--- config.mk ---
export PLATFORM = sky130hd
export DESIGN_NAME = fic_irq_unit
export DESIGN_NICKNAME = d
export VERILOG_FILES = /design/src/rtl/fic_pkg.sv /design/src/rtl/fic_thresh_reg.sv /design/src/rtl/fic_level_cmp.sv /design/src/rtl/fic_sticky_flag.sv /design/src/rtl/fic_irq_unit.sv
export SDC_FILE = /design/constraint.sdc
export NUM_CORES = 1
export LEC_CHECK = 0
export CAP_MARGIN = 40
export CORE_UTILIZATION = 37
export CTS_CLUSTER_DIAMETER = 30
export DETAILED_ROUTE_END_ITERATION = 6
export PLACE_DENSITY = 0.85
export SLEW_MARGIN = 10
export SYNTH_ARGS = -nofsm -noshare
export SYNTH_HDL_FRONTEND = slang
export SYNTH_SLANG_ARGS = --single-unit
--- constraint.sdc ---
create_clock -name clk -period 5 [get_ports clk]
set_clock_uncertainty 0.2 [all_clocks]
set_input_delay 0.75 -clock clk [delete_from_list [all_inputs] [get_ports clk]]
set_output_delay 0.75 -clock clk [all_outputs]
set_load 0.005 [all_outputs]
--- src/rtl/fic_pkg.sv ---
package fic_pkg;

    localparam int NUM_IRQ = 5;
    localparam int NUM_CLR = 4;
    localparam int NUM_ERR = 3;

    // raw interrupt vector positions
    localparam int IRQ_TX_LOW  = 0;
    localparam int IRQ_TX_OVF  = 1;
    localparam int IRQ_RX_UDF  = 2;
    localparam int IRQ_RX_OVF  = 3;
    localparam int IRQ_RX_HIGH = 4;

    // clear register positions
    localparam int CLR_ALL    = 0;
    localparam int CLR_RX_UDF = 1;
    localparam int CLR_RX_OVF = 2;
    localparam int CLR_TX_OVF = 3;

    // sticky flag index: flag k drives raw bit k+1
    localparam int ERR_TX_OVF = 0;
    localparam int ERR_RX_UDF = 1;
    localparam int ERR_RX_OVF = 2;

    typedef enum logic {
        FLAG_IDLE = 1'b0,
        FLAG_HELD = 1'b1
    } flag_state_e;

endpackage

--- src/rtl/fic_thresh_reg.sv ---
module fic_thresh_reg #(
    parameter int REG_W = 8,
    parameter int IDX_W = 4
) (
    input  logic             clk,
    input  logic             rst_n,
    input  logic             we,
    input  logic [REG_W-1:0] wdata,
    output logic [IDX_W-1:0] thr,
    output logic [REG_W-1:0] rdata
);

    localparam int PAD_W = REG_W - IDX_W;

    logic [IDX_W-1:0] thr_q;

    always_ff @(posedge clk or negedge rst_n) begin
        if (!rst_n) begin
            thr_q <= '0;
        end else if (we) begin
            thr_q <= wdata[IDX_W-1:0];
        end
    end

    assign thr = thr_q;

    generate
        if (PAD_W > 0) begin : g_pad
            assign rdata = {{PAD_W{1'b0}}, thr_q};
        end else begin : g_nopad
            assign rdata = thr_q;
        end
    endgenerate

endmodule

--- src/rtl/fic_level_cmp.sv ---
module fic_level_cmp #(
    parameter int LVL_W = 5,
    parameter int IDX_W = 4,
    parameter bit ABOVE = 1'b0
) (
    input  logic [LVL_W-1:0] level,
    input  logic [IDX_W-1:0] thr,
    output logic             hit
);

    logic [LVL_W-1:0] thr_ext;

    assign thr_ext = LVL_W'(thr);

    generate
        if (ABOVE) begin : g_at_or_above
            assign hit = (level >= thr_ext);
        end else begin : g_at_or_below
            assign hit = (level <= thr_ext);
        end
    endgenerate

endmodule

--- src/rtl/fic_sticky_flag.sv ---
module fic_sticky_flag
    import fic_pkg::*;
(
    input  logic clk,
    input  logic rst_n,
    input  logic set_ev,
    input  logic clr_ev,
    output logic flag
);

    flag_state_e state_q;
    flag_state_e state_d;

    always_ff @(posedge clk or negedge rst_n) begin
        if (!rst_n) begin
            state_q <= FLAG_IDLE;
        end else begin
            state_q <= state_d;
        end
    end

    always_comb begin
        state_d = state_q;
        unique case (state_q)
            FLAG_IDLE: if (set_ev) state_d = FLAG_HELD;
            FLAG_HELD: if (clr_ev && !set_ev) state_d = FLAG_IDLE;
            default:   state_d = FLAG_IDLE;
        endcase
    end

    always_comb begin
        flag = (state_q == FLAG_HELD);
    end

endmodule

--- src/rtl/fic_irq_unit.sv ---
module fic_irq_unit
    import fic_pkg::*;
#(
    parameter int DEPTH = 16,
    parameter int REG_W = 8,
    localparam int IDX_W = $clog2(DEPTH),
    localparam int LVL_W = $clog2(DEPTH + 1)
) (
    input  logic               clk,
    input  logic               rst_n,
    input  logic [LVL_W-1:0]   tx_level,
    input  logic [LVL_W-1:0]   rx_level,
    input  logic               thr_tx_we,
    input  logic               thr_rx_we,
    input  logic [REG_W-1:0]   thr_wdata,
    output logic [REG_W-1:0]   thr_tx_rdata,
    output logic [REG_W-1:0]   thr_rx_rdata,
    input  logic               mask_we,
    input  logic [NUM_IRQ-1:0] mask_wdata,
    input  logic               clr_we,
    input  logic [NUM_CLR-1:0] clr_wdata,
    input  logic               tx_push,
    input  logic               tx_full,
    input  logic               tx_empty,
    input  logic               rx_push,
    input  logic               rx_pop,
    input  logic               rx_full,
    input  logic               rx_empty,
    input  logic               busy,
    output logic [NUM_IRQ-1:0] raw_stat,
    output logic [NUM_IRQ-1:0] masked_stat,
    output logic [NUM_IRQ-1:0] fifo_stat,
    output logic               irq
);

    logic [IDX_W-1:0]   tx_thr;
    logic [IDX_W-1:0]   rx_thr;
    logic               tx_low;
    logic               rx_high;
    logic [NUM_ERR-1:0] err_set;
    logic [NUM_ERR-1:0] err_clr;
    logic [NUM_ERR-1:0] err_flag;
    logic [NUM_IRQ-1:0] mask_q;
    logic               irq_q;

    // threshold registers
    fic_thresh_reg #(.REG_W(REG_W), .IDX_W(IDX_W)) u_thr_tx (
        .clk   (clk),
        .rst_n (rst_n),
        .we    (thr_tx_we),
        .wdata (thr_wdata),
        .thr   (tx_thr),
        .rdata (thr_tx_rdata)
    );

    fic_thresh_reg #(.REG_W(REG_W), .IDX_W(IDX_W)) u_thr_rx (
        .clk   (clk),
        .rst_n (rst_n),
        .we    (thr_rx_we),
        .wdata (thr_wdata),
        .thr   (rx_thr),
        .rdata (thr_rx_rdata)
    );

    // level-type sources
    fic_level_cmp #(.LVL_W(LVL_W), .IDX_W(IDX_W), .ABOVE(1'b0)) u_cmp_tx (
        .level (tx_level),
        .thr   (tx_thr),
        .hit   (tx_low)
    );

    fic_level_cmp #(.LVL_W(LVL_W), .IDX_W(IDX_W), .ABOVE(1'b1)) u_cmp_rx (
        .level (rx_level),
        .thr   (rx_thr),
        .hit   (rx_high)
    );

    // error events and clear decode
    always_comb begin
        err_set             = '0;
        err_set[ERR_TX_OVF] = tx_push && tx_full;
        err_set[ERR_RX_UDF] = rx_pop  && rx_empty;
        err_set[ERR_RX_OVF] = rx_push && rx_full;

        err_clr             = '0;
        if (clr_we) begin
            err_clr[ERR_TX_OVF] = clr_wdata[CLR_ALL] | clr_wdata[CLR_TX_OVF];
            err_clr[ERR_RX_UDF] = clr_wdata[CLR_ALL] | clr_wdata[CLR_RX_UDF];
            err_clr[ERR_RX_OVF] = clr_wdata[CLR_ALL] | clr_wdata[CLR_RX_OVF];
        end
    end

    generate
        for (genvar k = 0; k < NUM_ERR; k++) begin : g_err
            fic_sticky_flag u_flag (
                .clk    (clk),
                .rst_n  (rst_n),
                .set_ev (err_set[k]),
                .clr_ev (err_clr[k]),
                .flag   (err_flag[k])
            );
        end
    endgenerate

    // mask register
    always_ff @(posedge clk or negedge rst_n) begin
        if (!rst_n) begin
            mask_q <= '0;
        end else if (mask_we) begin
            mask_q <= mask_wdata;
        end
    end

    // status assembly
    always_comb begin
        raw_stat              = '0;
        raw_stat[IRQ_TX_LOW]  = tx_low;
        raw_stat[IRQ_TX_OVF]  = err_flag[ERR_TX_OVF];
        raw_stat[IRQ_RX_UDF]  = err_flag[ERR_RX_UDF];
        raw_stat[IRQ_RX_OVF]  = err_flag[ERR_RX_OVF];
        raw_stat[IRQ_RX_HIGH] = rx_high;
        masked_stat           = raw_stat & mask_q;
        fifo_stat             = {rx_full, rx_empty, tx_empty, tx_full, busy};
    end

    // registered interrupt line
    always_ff @(posedge clk or negedge rst_n) begin
        if (!rst_n) begin
            irq_q <= 1'b0;
        end else begin
            irq_q <= |masked_stat;
        end
    end

    assign irq = irq_q;

endmodule

==> impl_metrics.toml, run 1 <==
[outcome]
status = "completed"

[clocking]
cts_tree = "done"
cts-root-buf = "clkbuf_4"
htreeDepth = 1
clk_path_buf_depth = 2
postCtsSetupBuffers = 0
cts-buffers-inserted = 3
ctsHoldBuffers = 0
clock-sinks = 17
ctsResizeCount = 0
clkLatencyLatePin_ns = 0.28
path_clk_slew_ns = 0.10

[detailed_routing]
wire_per_inst_um = 11.7
drc = 0
first_pass_iters = 4
vias = 837
drtIter0Drc = 4
totalWireLength_um = 2090
viasPerCell = 4.68
postRouteAntennaNets = 0

[synthesis]
synth.avg_cell_area_um2 = 10.1
yosysTopAreaCell = "dfrtp_1"
synthCells = 100
yosysUniqueCellTypes = 21
synth_seq_cells = 17
synth_warnings = 0
syn_area_um2 = 1010
ys_top_cells_by_area = "dfrtp_1 (42%), buf_4 (13%), ha_1 (9.9%), mux2_2 (6.7%), o21ai_0 (5.5%)"
seq_area_frac_synth_pct = 42.1
netlist.area_leader.share_pct = 42.1

[setup_path]
r2r_start = "u_thr_tx.thr[3]$_DFFE_PN0P_"
critPathRequiredTime_ns = 4.05
cpPeakStageDelay_ns = 0.51
end_kind = "output port"
critPathArrivalTime_ns = 2.60
crit_top_cell = "clkdlybuf4s50_1"
ff2ff_path_depth = 6
reg2reg_to = "irq$_DFF_PN0_"
crit_type = "primary input to output port"
cp_slowest_cell = "clkdlybuf4s50_1"
critPathLaunch = "tx_level[2]"
startpoint_type = "primary input"
crit_chain = "clkdlybuf4s50_1 -> ha_1 -> a21oi_1 -> o221ai_1 -> o21ai_1 -> and2_1 -> clkdlybuf4s50_1"
r2r_slack_ns = 3.26
path_max_fanout = 3

[cells_and_area]
fillers = 219
stdcell_count = 179
diodes = 0
drive_gt1_share_pct = 7.38
multi_input_area_um2 = 430
finalNetCount = 199
syn_to_final_growth_pct = 51.1
seq_area_um2 = 425

[timing]
slew_headroom_pct = 50.7
fin_setup_tns_ns = 0
setup_violations = 0
slew_viol_final = 0
clock.fmax_mhz = 281
worstMarginPinSlew_ns = 0.737
rsz0062_at_grt = "false"
hold_viol = 0
period_share_pct = 71.1
period_minus_slack_ns = 3.55
whs_ns = 0.313

[floorplanning]
rows = 18
num_io_pins = 73
start_util_pct = 40.0
dieArea_um2 = 2940
dieWidth_um = 54.2
core_um2 = 2520
die_h_um = 54.2

[power]
vdd_drop_max_mv = 0.168
power_per_cell_area_nw_per_um2 = 227
p_leak_nw = 0.678

[global_routing]
grt_use_total_pct = 16.5
grt_pass1_vias = 867
grt_overflow = 0
antenna_found_initial = 0
grt_pass1_wl_um = 3400
grt_max_degree = 18

[placement]
hpwl_um = 1790
routabilityCongestion = 0.694
portBuffers = 56
placed_cells = 175

[min_path]
whs_path_depth = 1
min_to = "mask_q[2]$_DFFE_PN0P_"
hold_path_class = "register to register"
min_from = "mask_q[2]$_DFFE_PN0P_"

[run]
maxCapViolations = 0
[metal layers]
| metal | vias up | global-route usage, % | share of wire [%] |
|---|---|---|---|
| met5 | - | 0 | 0 |
| met4 | 0 | 6.41 | 1.5 |
| met3 | 4 | 6.39 | 11 |
| met2 | 48 | 29.7 | 49 |
| met1 | 375 | 17.1 | 38 |
| li1 | 410 | - | - |
[cells in the final DEF, fill, tap and decap left out, drive strengths merged]
cell type and count:
and2 4, nand2 7, clkdlybuf4s50 56, a221oi 1, nor3 1, ha 8, clkbuf 4, a211o 1
nand3 1, nand2b 1, conb 8, a21oi 1, a22o 3, o21ai 13, a22oi 1, mux2 6
o221ai 1, dfrtp 17, inv 12, nor2 2, nor4 1
[critical path, delay by kind of cell]
family	cells	cell delay [ns]
fa+ha+maj	1	0.31
compound gates	3	0.47
buf+inv	2	0.91
simple gates	1	0.17
[cells in the mapped netlist]
| library cell | count |
|---|---|
| nor3_1 | 1 |
| a22o_1 | 3 |
| nand3_1 | 1 |
| nand2_1 | 7 |
| o21ai_1 | 2 |
| mux2_2 | 6 |
| ha_1 | 8 |
| nand2b_1 | 1 |
| a211o_1 | 1 |
| o21ai_0 | 11 |
| a21oi_1 | 1 |
| and2_1 | 4 |
| a221oi_2 | 1 |
| o221ai_1 | 1 |
| buf_4 | 18 |
| nor2_1 | 2 |
| a22oi_1 | 1 |
| dfrtp_1 | 17 |
| inv_1 | 12 |
| conb_1 | 1 |
| nor4_4 | 1 |
[state kept, by name, indices dropped and copies added (netlist names)]
register           cells
g_err.u_flag.flag      3
irq                    1
mask_q                 5
u_thr_tx.thr           4
u_thr_rx.thr           4
[area by class of cell]
class,count,share of cell area [%]
timing repair buffer,56,36.8
multi-input combinational,60,28.2
sequential,17,27.9
inverter,12,2.95
tap,30,2.46
clock buffer,4,1.72
[cell families after synthesis]
logic type,Yosys count,share of synthesized area [%]
DFF,17,42.1
muxes,6,6.69
other,1,0.371
and+or+nand+nor,17,9.54
AOI/OAI and AO/OA,21,13.5
adders and majority gates,8,9.91
buffers and inverters,30,17.8
[per-stage QoR]
step | util (%) | setup slack, ns | power, mW | instance area (um2)
detailed placement | 59.4 | 1.44 | 0.278 | 1500
CTS | 60.5 | 1.42 | 0.350 | 1530
global route | 60.5 | 1.31 | 0.371 | 1530
floorplan | - | 2.49 | 0.216 | 1040
global placement | 59.4 | 1.48 | 0.275 | 1500
finish | 60.5 | 1.45 | 0.346 | 1530
[power by group]
part           internal [mW]  total (mW)  switching, mW
Combinational         0.0737       0.115         0.0411
Clock                 0.0309      0.0716         0.0407
Sequential             0.151       0.159        0.00780
Total                  0.256       0.346         0.0896
[worst max-delay path by stage]
stage | cells after the start | to | slack, ns
after floorplan | 5 | masked_stat[0] | 2.49
after global placement | 7 | masked_stat[0] | 1.48
after detailed placement | 7 | masked_stat[0] | 1.44
after CTS | 7 | masked_stat[0] | 1.42
after global routing | 7 | masked_stat[0] | 1.31
final | 7 | masked_stat[0] | 1.45
Note: power is estimated with default switching activity, not from simulation.
==> run 2: changes to the inputs <==
- CORE_UTILIZATION: 37 -> 31
- PLACE_DENSITY: 0.85 -> 0.76
- clock period: 5 -> 3.25 ns (I/O delays scaled with it)
==> impl_metrics.toml, run 2 (same netlist as run 1, synthesis figures left out) <==
[timing]
fin_setup_tns_ns = 0
worstMarginPinSlew_ns = 0.757
period_share_pct = 93.6
clock.fmax_mhz = 329
slew_viol_final = 0
setup_violations = 0
slew_headroom_pct = 49.3
rsz0062_at_grt = "false"
hold_viol = 0
period_minus_slack_ns = 3.04
whs_ns = 0.313

[detailed_routing]
drtIter0Drc = 15
viasPerCell = 4.45
first_pass_iters = 3
vias = 859
totalWireLength_um = 2270
drc = 0
postRouteAntennaNets = 0
wire_per_inst_um = 11.8

[cells_and_area]
stdcell_area_um2 = 1540
utilization_pct = 50.2
final_cell_mix = "clkdlybuf4s50_1 (56), dfrtp_1 (17), inv_1 (12)"
syn_to_final_growth_pct = 52.9
top_register = "mask_q"
finalNetCount = 199
drive_gt1_share_pct = 8.05
diodes = 0
stdcell_count = 193
largest_reg_flops = 5
final_common_cell = "clkdlybuf4s50_1"

[clocking]
postCtsSetupBuffers = 0
htreeDepth = 1
ctsResizeCount = 0
path_clk_slew_ns = 0.10
ctsHoldBuffers = 0
clkLatencyLatePin_ns = 0.29
cts-root-buf = "clkbuf_4"
cts-buffers-inserted = 3
clk_path_buf_depth = 2
cts_tree = "done"
clock-sinks = 17

[floorplanning]
die_h_um = 59.1
num_io_pins = 73
rows = 20
core_um2 = 3080
dieArea_um2 = 3490
dieWidth_um = 59.1
start_util_pct = 32.8

[power]
power_per_cell_area_nw_per_um2 = 349
p_leak_nw = 0.680
vdd_drop_max_mv = 0.175

[setup_path]
path_max_fanout = 3
crit_chain = "clkdlybuf4s50_1 -> ha_1 -> a21oi_1 -> o221ai_1 -> o21ai_1 -> and2_1 -> clkdlybuf4s50_1"
crit_top_cell = "clkdlybuf4s50_1"
critPathArrivalTime_ns = 2.36
critPathRequiredTime_ns = 2.56
critical_path_buf_inv_count = 2
end_kind = "output port"
critical_path.top_delay_family = "buffers and inverters"
cpPeakStageDelay_ns = 0.51
cp_slowest_cell = "clkdlybuf4s50_1"
crit_type = "primary input to output port"
startpoint_type = "primary input"

[placement]
routabilityCongestion = 0.715
placed_cells = 189
dpl_cell_area_um2 = 1520
portBuffers = 56
hpwl_um = 1930

[global_routing]
grt_pass1_vias = 959
grt_overflow = 0
grt_max_degree = 18
grt_use_total_pct = 15.6
antenna_found_initial = 0
grt_pass1_wl_um = 3990

[min_path]
hold_path_class = "register to register"

[outcome]
status = "completed"

[run]
maxCapViolations = 0
run 2: cell types whose count changed in the layout (fill, tap and decap cells not counted), sizes merged:
cell,change
clkinv,+1
clkbuf,-1
run 2: routing by layer:
layer  global-route usage (%)  up-vias  wire (um)
met5                        0        -          0
met4                     6.46        0         13
met3                     5.90        2        276
met2                     28.6       45       1180
met1                     15.7      399        801
li1                         -      413          -
run 2: area by class of cell:
cell class / instances / area (um2)
timing repair buffer: 56 / 561
fill: 304 / 1530
multi-input combinational: 60 / 430
inverter: 12 / 45.0
tap: 44 / 55.1
clock inverter: 1 / 5.00
clock buffer: 3 / 22.5
sequential: 17 / 425
run 2: worst paths after layout:
check,startpoint,end,slack (ns),cells past startpoint
worst max-delay path,tx_level[2],masked_stat[0],0.21,7
worst min-delay path,mask_q[1]$_DFFE_PN0P_,mask_q[1]$_DFFE_PN0P_,0.31,1
worst max register to register,u_thr_tx.thr[3]$_DFFE_PN0P_,irq$_DFF_PN0_,1.51,6
worst min register to register,mask_q[1]$_DFFE_PN0P_,mask_q[1]$_DFFE_PN0P_,0.31,1
max in group asynchronous,rst_n,u_thr_tx.thr[3]$_DFFE_PN0P_,1.94,1
min in group asynchronous,rst_n,mask_q[2]$_DFFE_PN0P_,0.43,1
run 2: worst register-to-register path: cells and delay by family (launching register included):
kind | cells | cell delay [ns]
compound gates | 3 | 0.63
fa+ha+maj | 1 | 0.29
buf+inv | 1 | 0.06
simple gates | 1 | 0.10
flops | 1 | 0.37
run 2: stage by stage:
| stage | power, mW | setup WS, ns |
|---|---|---|
| floorplan | 0.332 | 1.27 |
| finish | 0.538 | 0.207 |
| CTS | 0.549 | 0.176 |
| global placement | 0.425 | 0.243 |
| global route | 0.578 | 0.0579 |
| detailed placement | 0.430 | 0.179 |
run 2: power by group:
group          switching (mW)  total, mW  internal, mW
clock                  0.0686      0.114        0.0457
combinational          0.0643      0.178         0.114
sequential             0.0126      0.246         0.233
